==> config.mk <==
export PLATFORM = sky130hd
export DESIGN_NAME = vport_mapper
export DESIGN_NICKNAME = d
export VERILOG_FILES = /design/src/rtl/vsm_pkg.sv /design/src/rtl/vsm_map_regs.sv /design/src/rtl/vsm_pick.sv /design/src/rtl/vsm_scatter.sv /design/src/rtl/vsm_gather.sv /design/src/rtl/vport_mapper.sv
export SDC_FILE = /design/constraint.sdc
export NUM_CORES = 1
export LEC_CHECK = 0
export BUFFER_PORTS_ARGS = -buffer_cell sky130_fd_sc_hd__buf_2
export CAP_MARGIN = 20
export CORE_MARGIN = 10
export CORE_UTILIZATION = 59
export CTS_BUF_LIST = sky130_fd_sc_hd__clkbuf_16
export CTS_CLUSTER_SIZE = 40
export DETAILED_ROUTE_END_ITERATION = 8
export HOLD_SLACK_MARGIN = 0.03
export PLACE_DENSITY = 0.81
export SYNTH_ARGS = -nofsm -noshare
export SYNTH_HDL_FRONTEND = slang
export SYNTH_SLANG_ARGS = --single-unit
==> constraint.sdc <==
create_clock -name clk -period 41.7 [get_ports clk]
set_clock_uncertainty 0.2 [all_clocks]
set_input_delay 8.34 -clock clk [delete_from_list [all_inputs] [get_ports clk]]
set_output_delay 8.34 -clock clk [all_outputs]
set_load 0.05 [all_outputs]
==> src/rtl/vsm_pkg.sv <==
`timescale 1ns/1ps
package vsm_pkg;
    localparam int SEL_W = 3;
    localparam int ORD_W = 3;
    localparam int ENT_W = 1 + SEL_W + ORD_W;

    typedef struct packed {
        logic             en;
        logic [SEL_W-1:0] port;
        logic [ORD_W-1:0] ord;
    } map_ent_t;

    typedef enum logic {SC_IDLE, SC_PUSH} sc_state_t;
    typedef enum logic [1:0] {GA_IDLE, GA_FILL, GA_DONE} ga_state_t;

    function automatic logic lane_live(map_ent_t e, int nport);
        return e.en && (int'(e.port) < nport);
    endfunction
endpackage

==> src/rtl/vsm_map_regs.sv <==
`timescale 1ns/1ps
module vsm_map_regs
    import vsm_pkg::*;
#(
    parameter int NLANE = 8
) (
    input  logic                    clk,
    input  logic                    rst_n,
    input  logic                    cfg_we,
    input  logic                    cfg_sel,
    input  logic [NLANE*ENT_W-1:0]  cfg_map,
    input  logic                    sc_busy,
    input  logic                    ga_busy,
    output map_ent_t [NLANE-1:0]    smap,
    output map_ent_t [NLANE-1:0]    gmap
);
    always_ff @(posedge clk) begin
        if (!rst_n) begin
            smap <= '0;
            gmap <= '0;
        end else if (cfg_we) begin
            if (!cfg_sel && !sc_busy) smap <= cfg_map;
            if (cfg_sel && !ga_busy)  gmap <= cfg_map;
        end
    end

    // maps frozen while their machine is busy
    p_smap_frozen_r7: assert property (@(posedge clk) disable iff (!rst_n)
        sc_busy |=> $stable(smap));
    p_gmap_frozen_r7: assert property (@(posedge clk) disable iff (!rst_n)
        ga_busy |=> $stable(gmap));
endmodule

==> src/rtl/vsm_pick.sv <==
`timescale 1ns/1ps
module vsm_pick
    import vsm_pkg::*;
#(
    parameter int NLANE = 8,
    parameter int NPORT = 4
) (
    input  logic [NLANE-1:0]                    pend,
    input  map_ent_t [NLANE-1:0]                map,
    output logic [NPORT-1:0]                    hit,
    output logic [NPORT-1:0][$clog2(NLANE)-1:0] sel
);
    localparam int LW = $clog2(NLANE);
    localparam int KW = ORD_W + LW;

    for (genvar p = 0; p < NPORT; p++) begin : g_port
        logic          found;
        logic [LW-1:0] lane;
        logic [KW-1:0] best;
        always_comb begin
            found = 1'b0;
            lane  = '0;
            best  = '1;
            for (int i = 0; i < NLANE; i++) begin
                if (pend[i] && lane_live(map[i], NPORT) && int'(map[i].port) == p) begin
                    if (!found || {map[i].ord, LW'(i)} < best) begin
                        best  = {map[i].ord, LW'(i)};
                        lane  = LW'(i);
                        found = 1'b1;
                    end
                end
            end
        end
        assign hit[p] = found;
        assign sel[p] = lane;
    end
endmodule

==> src/rtl/vsm_scatter.sv <==
`timescale 1ns/1ps
module vsm_scatter
    import vsm_pkg::*;
#(
    parameter int NLANE  = 8,
    parameter int NPORT  = 4,
    parameter int DW     = 8,
    parameter int FREE_W = 4
) (
    input  logic                      clk,
    input  logic                      rst_n,
    input  map_ent_t [NLANE-1:0]      smap,
    input  logic                      vec_valid,
    input  logic [NLANE*DW-1:0]       vec_data,
    output logic                      vec_ready,
    input  logic [NPORT*FREE_W-1:0]   port_free,
    output logic [NPORT-1:0]          push,
    output logic [NPORT*DW-1:0]       push_data,
    output logic                      busy
);
    localparam int LW = $clog2(NLANE);
    localparam int CW = $clog2(NLANE + 1);

    sc_state_t                  state, state_nx;
    logic [NLANE-1:0]           pend, pend_nx, live, clr;
    logic [NLANE-1:0][DW-1:0]   dbuf;
    logic [NPORT-1:0]           fits, hit;
    logic [NPORT-1:0][LW-1:0]   sel;
    logic                       take;

    for (genvar i = 0; i < NLANE; i++) begin : g_live
        assign live[i] = lane_live(smap[i], NPORT);
    end

    for (genvar p = 0; p < NPORT; p++) begin : g_need
        logic [CW-1:0] need;
        always_comb begin
            need = '0;
            for (int i = 0; i < NLANE; i++)
                if (live[i] && int'(smap[i].port) == p) need = need + CW'(1);
        end
        assign fits[p] = int'(need) <= int'(port_free[p*FREE_W +: FREE_W]);
        assign push_data[p*DW +: DW] = dbuf[sel[p]];
    end

    vsm_pick #(.NLANE(NLANE), .NPORT(NPORT)) u_pick (
        .pend (pend),
        .map  (smap),
        .hit  (hit),
        .sel  (sel)
    );

    // outputs
    always_comb begin
        vec_ready = (state == SC_IDLE) && (&fits);
        push      = (state == SC_PUSH) ? hit : '0;
        busy      = (state != SC_IDLE);
    end

    assign take = vec_valid && vec_ready;

    always_comb begin
        clr = '0;
        for (int p = 0; p < NPORT; p++)
            if (push[p]) clr[sel[p]] = 1'b1;
    end

    always_comb begin
        state_nx = state;
        pend_nx  = pend;
        unique case (state)
            SC_IDLE: begin
                if (take && live != '0) begin
                    state_nx = SC_PUSH;
                    pend_nx  = live;
                end
            end
            SC_PUSH: begin
                pend_nx = pend & ~clr;
                if (pend_nx == '0) state_nx = SC_IDLE;
            end
            default: state_nx = SC_IDLE;
        endcase
    end

    always_ff @(posedge clk) begin
        if (!rst_n) begin
            state <= SC_IDLE;
            pend  <= '0;
        end else begin
            state <= state_nx;
            pend  <= pend_nx;
        end
    end

    always_ff @(posedge clk) begin
        if (take) dbuf <= vec_data;
    end

    // every push cycle moves at least one element, pending set only shrinks
    p_push_each_cycle_r3: assert property (@(posedge clk) disable iff (!rst_n)
        (state == SC_PUSH) |-> (push != '0));
    p_pend_shrinks_r3: assert property (@(posedge clk) disable iff (!rst_n)
        (state == SC_PUSH) |=> ((pend & ~$past(pend)) == '0));
    // nothing is pushed and nothing partial issued outside a push phase
    p_idle_quiet_r6: assert property (@(posedge clk) disable iff (!rst_n)
        (state == SC_IDLE) |-> (push == '0));
endmodule

==> src/rtl/vsm_gather.sv <==
`timescale 1ns/1ps
module vsm_gather
    import vsm_pkg::*;
#(
    parameter int NLANE = 8,
    parameter int NPORT = 4,
    parameter int DW    = 8
) (
    input  logic                  clk,
    input  logic                  rst_n,
    input  map_ent_t [NLANE-1:0]  gmap,
    input  logic                  start,
    input  logic [NPORT-1:0]      out_valid,
    input  logic [NPORT*DW-1:0]   out_data,
    output logic [NPORT-1:0]      out_pop,
    output logic                  st_valid,
    input  logic                  st_ready,
    output logic [NLANE*DW-1:0]   st_data,
    output logic [NLANE-1:0]      st_be,
    output logic                  busy
);
    localparam int LW = $clog2(NLANE);

    ga_state_t                  state, state_nx;
    logic [NLANE-1:0]           pend, pend_nx, live, clr, dirty;
    logic [NLANE-1:0][DW-1:0]   dreg;
    logic [NPORT-1:0]           hit;
    logic [NPORT-1:0][LW-1:0]   sel;

    for (genvar i = 0; i < NLANE; i++) begin : g_live
        assign live[i]  = lane_live(gmap[i], NPORT);
        assign dirty[i] = !st_be[i] && (dreg[i] != '0);
    end

    vsm_pick #(.NLANE(NLANE), .NPORT(NPORT)) u_pick (
        .pend (pend),
        .map  (gmap),
        .hit  (hit),
        .sel  (sel)
    );

    // outputs
    always_comb begin
        out_pop  = (state == GA_FILL) ? (hit & out_valid) : '0;
        st_valid = (state == GA_DONE);
        st_be    = st_valid ? live : '0;
        busy     = (state != GA_IDLE);
    end

    assign st_data = dreg;

    always_comb begin
        clr = '0;
        for (int p = 0; p < NPORT; p++)
            if (out_pop[p]) clr[sel[p]] = 1'b1;
    end

    always_comb begin
        state_nx = state;
        pend_nx  = pend;
        unique case (state)
            GA_IDLE: begin
                if (start) begin
                    pend_nx  = live;
                    state_nx = (live == '0) ? GA_DONE : GA_FILL;
                end
            end
            GA_FILL: begin
                pend_nx = pend & ~clr;
                if (pend_nx == '0) state_nx = GA_DONE;
            end
            GA_DONE: begin
                if (st_ready) state_nx = GA_IDLE;
            end
            default: state_nx = GA_IDLE;
        endcase
    end

    always_ff @(posedge clk) begin
        if (!rst_n) begin
            state <= GA_IDLE;
            pend  <= '0;
        end else begin
            state <= state_nx;
            pend  <= pend_nx;
        end
    end

    always_ff @(posedge clk) begin
        if (!rst_n) begin
            dreg <= '0;
        end else if (state == GA_IDLE && start) begin
            dreg <= '0;
        end else begin
            for (int p = 0; p < NPORT; p++)
                if (out_pop[p]) dreg[sel[p]] <= out_data[p*DW +: DW];
        end
    end

    // a complete vector has no lane still pending
    p_done_filled_r8: assert property (@(posedge clk) disable iff (!rst_n)
        (state == GA_DONE) |-> (pend == '0));
    // lanes without byte-enable carry zero
    p_zero_fill_r9: assert property (@(posedge clk) disable iff (!rst_n)
        st_valid |-> (dirty == '0));
    // presented vector holds until taken
    p_hold_r10: assert property (@(posedge clk) disable iff (!rst_n)
        (st_valid && !st_ready) |=> (st_valid && $stable(st_data) && $stable(st_be)));
endmodule

==> src/rtl/vport_mapper.sv <==
`timescale 1ns/1ps
module vport_mapper
    import vsm_pkg::*;
#(
    parameter int NLANE  = 8,
    parameter int NPORT  = 4,
    parameter int DW     = 8,
    parameter int FREE_W = 4
) (
    input  logic                     clk,
    input  logic                     rst_n,
    input  logic                     cfg_we,
    input  logic                     cfg_sel,
    input  logic [NLANE*ENT_W-1:0]   cfg_map,
    input  logic                     vec_valid,
    output logic                     vec_ready,
    input  logic [NLANE*DW-1:0]      vec_data,
    input  logic [NPORT*FREE_W-1:0]  port_free,
    output logic [NPORT-1:0]         push,
    output logic [NPORT*DW-1:0]      push_data,
    input  logic                     gat_start,
    input  logic [NPORT-1:0]         out_valid,
    input  logic [NPORT*DW-1:0]      out_data,
    output logic [NPORT-1:0]         out_pop,
    output logic                     st_valid,
    input  logic                     st_ready,
    output logic [NLANE*DW-1:0]      st_data,
    output logic [NLANE-1:0]         st_be
);
    map_ent_t [NLANE-1:0] smap, gmap;
    logic                  sc_busy, ga_busy;

    vsm_map_regs #(.NLANE(NLANE)) u_maps (
        .clk     (clk),
        .rst_n   (rst_n),
        .cfg_we  (cfg_we),
        .cfg_sel (cfg_sel),
        .cfg_map (cfg_map),
        .sc_busy (sc_busy),
        .ga_busy (ga_busy),
        .smap    (smap),
        .gmap    (gmap)
    );

    vsm_scatter #(.NLANE(NLANE), .NPORT(NPORT), .DW(DW), .FREE_W(FREE_W)) u_scatter (
        .clk       (clk),
        .rst_n     (rst_n),
        .smap      (smap),
        .vec_valid (vec_valid),
        .vec_data  (vec_data),
        .vec_ready (vec_ready),
        .port_free (port_free),
        .push      (push),
        .push_data (push_data),
        .busy      (sc_busy)
    );

    vsm_gather #(.NLANE(NLANE), .NPORT(NPORT), .DW(DW)) u_gather (
        .clk       (clk),
        .rst_n     (rst_n),
        .gmap      (gmap),
        .start     (gat_start),
        .out_valid (out_valid),
        .out_data  (out_data),
        .out_pop   (out_pop),
        .st_valid  (st_valid),
        .st_ready  (st_ready),
        .st_data   (st_data),
        .st_be     (st_be),
        .busy      (ga_busy)
    );
endmodule

==> results.md <==
Run:
- The number of violations of the max-capacitance limit is 0.

Floorplan:
- The floorplan step defined a die boundary enclosing 0.04852 sq mm.
- The floorplan has 73 rows.
- During I/O placement, the number of pins put on the boundary was 293.
- The effective utilization at floorplan is 0.5957.
- The width of the die is 220.3 um.
- The area of the core region is 0.03973 sq mm.
- From bottom edge to top edge, the die measures 220.3 um.

Clock tree:
- The CTS tree is built.
- After clock tree synthesis, the clock-pin slew on the worst setup and hold paths is 0.06 ns.
- In this run the number of H-tree levels came out at 1.
- The clock sink total is 259.
- The number of gates resized after CTS was 0.
- No sink is reached through more buffers than the 3 on the longest clock path.
- The tree is rooted in a sky130_fd_sc_hd__clkbuf_16.
- For the worst-skew pair, the clock arrives at the later sink with an insertion delay of 0.60 ns.
- The number of buffers added by the clock tree synthesis step is 29.
- Post-CTS timing repair inserted 0 buffers for setup.
- The number of hold buffers added after cts is 0.

STA:
- The hold violation total from the final report is 0.
- In the post-route analysis, the smallest setup slack over all paths is 19.71 ns.
- The transition at the pin with the smallest max-transition slack is 1.099 ns.
- The final number of setup-violating endpoints is 0.
- Timing would allow up to 45.48 MHz.
- The shortest clock period the worst path allows after layout is 21.99 ns.
- The max-slew violation count is 0.
- Headroom to the max-slew limit came out at 0.2646.
- Dividing the final minimum period by the clock period gives 0.5273.
- The final total negative setup slack is 0 ns.
- Setup repair after global routing left no endpoint under its margin.

Critical path:
- The cell depth of the worst flop-to-flop path is 51.
- The critical path is of the flip-flop to output pin type.
- The worst setup path is launched from a flip-flop.
- On the worst path, the slowest cell contributes a delay of 0.88 ns.
- STA classifies the critical path endpoint as an output pin.
- Among all stages on the critical path, the largest delay is contributed by sky130_fd_sc_hd__nand2b_1.
- For the worst setup path, the data arrival time is 13.45 ns.
- The maximum net fanout on the critical path is 23.
- The required arrival time at the worst endpoint is 33.16 ns.

Routing:
- For this block, the initial DRC count from the detailed router was 3259.
- The final layout contains routed wiring with a total length of 90950 um.
- In this run the remaining antenna-violating nets after routing total 0.
- Summing over every cut layer, the via total after detailed routing is 25.04k.
- The first TritonRoute pass finished after 9 iterations.
- The detailed-route DRC error count is 0.
- The routed via count divided by cell count is 6.739.
- The average routed wire per standard cell is 24.48 um.

Logic synthesis:
- The number of synthesized flops with an enable pin is 64.
- For this run, the number of Yosys warnings is 0.
- The combined area of all synthesized cells is 0.02367 sq mm.
- The post-synthesis register bit count is 259.
- The gate count after technology mapping is 2972.
- The proportion of synthesized chip area in sequential cells is 0.2462.
- For this run, asynchronously set or reset flops after synthesis account for 0.
- Counting every net in the synthesized netlist gives 3347.
- After synthesis, the mean cell area works out to 7.963 sq um.
- Among all flip-flop cells after synthesis, the most frequent one is sky130_fd_sc_hd__dfxtp_1.
- The number of different library cells used by synthesis comes to 114.

GRT:
- In the global route stage, overall resource usage came out at 0.3551.
- The number of antenna violations at the first check in global routing is 3.
- The pin count of the biggest net entering global routing is 111.
- The number of global-route vias before repair is 24.10k.
- For this run the aggregate overflow at the end of global routing stands at 0.
- The first global-routing pass estimated 136600 um of wire.

Power:
- The largest vdd supply drop is 32.16 uV.
- Power spread over the standard cell area amounts to 27.07 mW/mm^2.
- The sum of internal, switching and leakage power is 715.7 uW.
- In this run the static leakage power is 0.01177 uW.

Final layout:
- The number of nets at the end of the flow is 3539.
- In the final layout, the share of cells above drive strength 1 is 0.1588.
- In the layout the commonest cells are sky130_fd_sc_hd__nand2_1, sky130_fd_sc_hd__buf_2, sky130_fd_sc_hd__nor2_1.
- The area growth from synthesis to layout is 11.71%.
- The library cell used most frequently in the layout, excluding fill and tap cells, is sky130_fd_sc_hd__nand2_1.

Place:
- The final weighted congestion of routability-driven global placement is 1.094.
- At the placement stage, the worst setup path has a slack of 20.75 ns.
- The count of buffers inserted at the top-level ports is 292.
- The detailed placement HPWL is 69810 um.

Worst hold path:
- Counting instances, the worst hold path has a depth of 2.
- The path category of the worst min-delay check is flip-flop to flip-flop.

Status:
- The flow ran to the end, and the final reports show no timing, DRC or antenna violations.
[flip-flops by register name, summed over array words and instances, names as in the netlist]
name              count
u_maps.smap          56
u_gather.st_data     64
u_gather.pend         8
u_gather.state        2
u_scatter.dbuf       64
u_scatter.busy        1
u_scatter.pend        8
u_maps.gmap          56
[worst max-delay path, delay by kind of cell (launching register included)]
family                   cells  cell delay, ns
AND/OR/NAND/NOR             13            3.47
buffers and inverters        5            0.99
adder cells (fa/ha/maj)      7            1.93
AO/OA/AOI/OAI               28            5.05
flip-flops                   1            0.37
multiplexers                 3            1.04
[synthesized netlist by cell type, types with 11 or more instances]
cell	number	area [sq um]
sky130_fd_sc_hd__nor3_1	41	205.2
sky130_fd_sc_hd__buf_1	13	48.80
sky130_fd_sc_hd__nor4_1	17	106.4
sky130_fd_sc_hd__xnor2_1	33	289.0
sky130_fd_sc_hd__nand4b_1	11	96.34
sky130_fd_sc_hd__o22ai_1	24	150.1
sky130_fd_sc_hd__nor2_1	222	833.3
sky130_fd_sc_hd__or2_2	23	143.9
sky130_fd_sc_hd__a221oi_1	19	166.4
sky130_fd_sc_hd__o221ai_1	23	201.4
sky130_fd_sc_hd__a21boi_0	126	945.9
sky130_fd_sc_hd__nand4_1	25	156.4
sky130_fd_sc_hd__ha_1	196	2452
sky130_fd_sc_hd__nand2b_1	43	269.0
sky130_fd_sc_hd__dfxtp_1	195	3904
sky130_fd_sc_hd__nand3b_1	13	97.59
sky130_fd_sc_hd__buf_4	11	82.58
sky130_fd_sc_hd__o211ai_1	29	217.7
sky130_fd_sc_hd__o21ai_1	16	80.08
sky130_fd_sc_hd__a21oi_1	168	840.8
sky130_fd_sc_hd__nor2b_1	31	193.9
sky130_fd_sc_hd__or3_1	15	93.84
sky130_fd_sc_hd__a22oi_1	19	142.6
sky130_fd_sc_hd__clkbuf_1	103	386.6
sky130_fd_sc_hd__and2_1	24	150.1
sky130_fd_sc_hd__mux2_2	55	619.3
sky130_fd_sc_hd__mux2i_1	190	1902
sky130_fd_sc_hd__nand3_1	45	225.2
sky130_fd_sc_hd__a21o_1	11	82.58
sky130_fd_sc_hd__edfxtp_1	64	1922
sky130_fd_sc_hd__inv_1	145	544.3
sky130_fd_sc_hd__o21ai_0	154	770.7
sky130_fd_sc_hd__a211oi_1	52	390.4
sky130_fd_sc_hd__xor2_1	23	201.4
sky130_fd_sc_hd__o21a_1	59	442.9
sky130_fd_sc_hd__o21bai_1	11	82.58
sky130_fd_sc_hd__a31oi_1	23	143.9
sky130_fd_sc_hd__nor3b_1	14	105.1
sky130_fd_sc_hd__and3_1	23	143.9
sky130_fd_sc_hd__nand2_1	432	1622
sky130_fd_sc_hd__buf_2	19	95.09
[logic make-up after synthesis]
logic type / Yosys count / share of synthesized area
and+or+nand+nor: 1043 / 0.2145
AOI/OAI and AO/OA: 859 / 0.2503
muxes: 256 / 0.1132
buffers and inverters: 302 / 0.05107
adders and majority gates: 197 / 0.1040
DFF: 259 / 0.2462
xor gates and xnor gates: 56 / 0.02072
[final cells by class]
cell class / count / area, sq um
diodes: 3 / 7.507
clock buffers: 32 / 800.8
clock inverters: 22 / 216.5
fillers: 3374 / 13290
inverters: 148 / 555.5
multi-input cells: 2411 / 16700
flip-flops and latches: 259 / 5826
well taps: 525 / 656.9
repair buffers: 315 / 1678
[path summary, 6_finish.rpt]
| kind | start | end | slack, ns |
|---|---|---|---|
| setup / recovery | u_maps.smap[6] | push_data[6] | 19.71 |
| hold / removal | u_maps.smap[40] | u_maps.smap[40] | 0.28 |
| setup reg to reg | u_gather.pend[0] | u_gather.state[1] | 27.82 |
| hold reg to reg | u_maps.smap[40] | u_maps.smap[40] | 0.28 |
[where the power goes]
part | total, uW | internal (uW) | switching [uW] | leakage (uW)
sequential | 307 | 275 | 31.7 | 0.00220
combinational | 132 | 45.4 | 86.5 | 0.00907
clock | 277 | 159 | 118 | 0.000507
total | 716 | 479 | 236 | 0.0118
[stage by stage]
step                cell area [sq um]  utilization  cells  hold slack [ns]
floorplan                       23670            -   2972           0.2471
global route                    26440       0.6654   3715           0.3265
finish                          26440       0.6654   3715           0.2824
CTS                             26380       0.6640   3708           0.2850
detailed placement              25370       0.6384   3654           0.2764
global placement                25330       0.6374   3652           0.2628
[routing by layer]
| metal | wire length (um) | up-vias | GRT usage |
|---|---|---|---|
| met1 | 34150 | 11690 | 0.4376 |
| met3 | 9223 | 402 | 0.05408 |
| li1 | - | 11270 | - |
| met4 | 5664 | 0 | 0.1938 |
| met5 | 0 | - | 0 |
| met2 | 41910 | 1669 | 0.5871 |
Note: power is estimated with default switching activity, not from simulation.
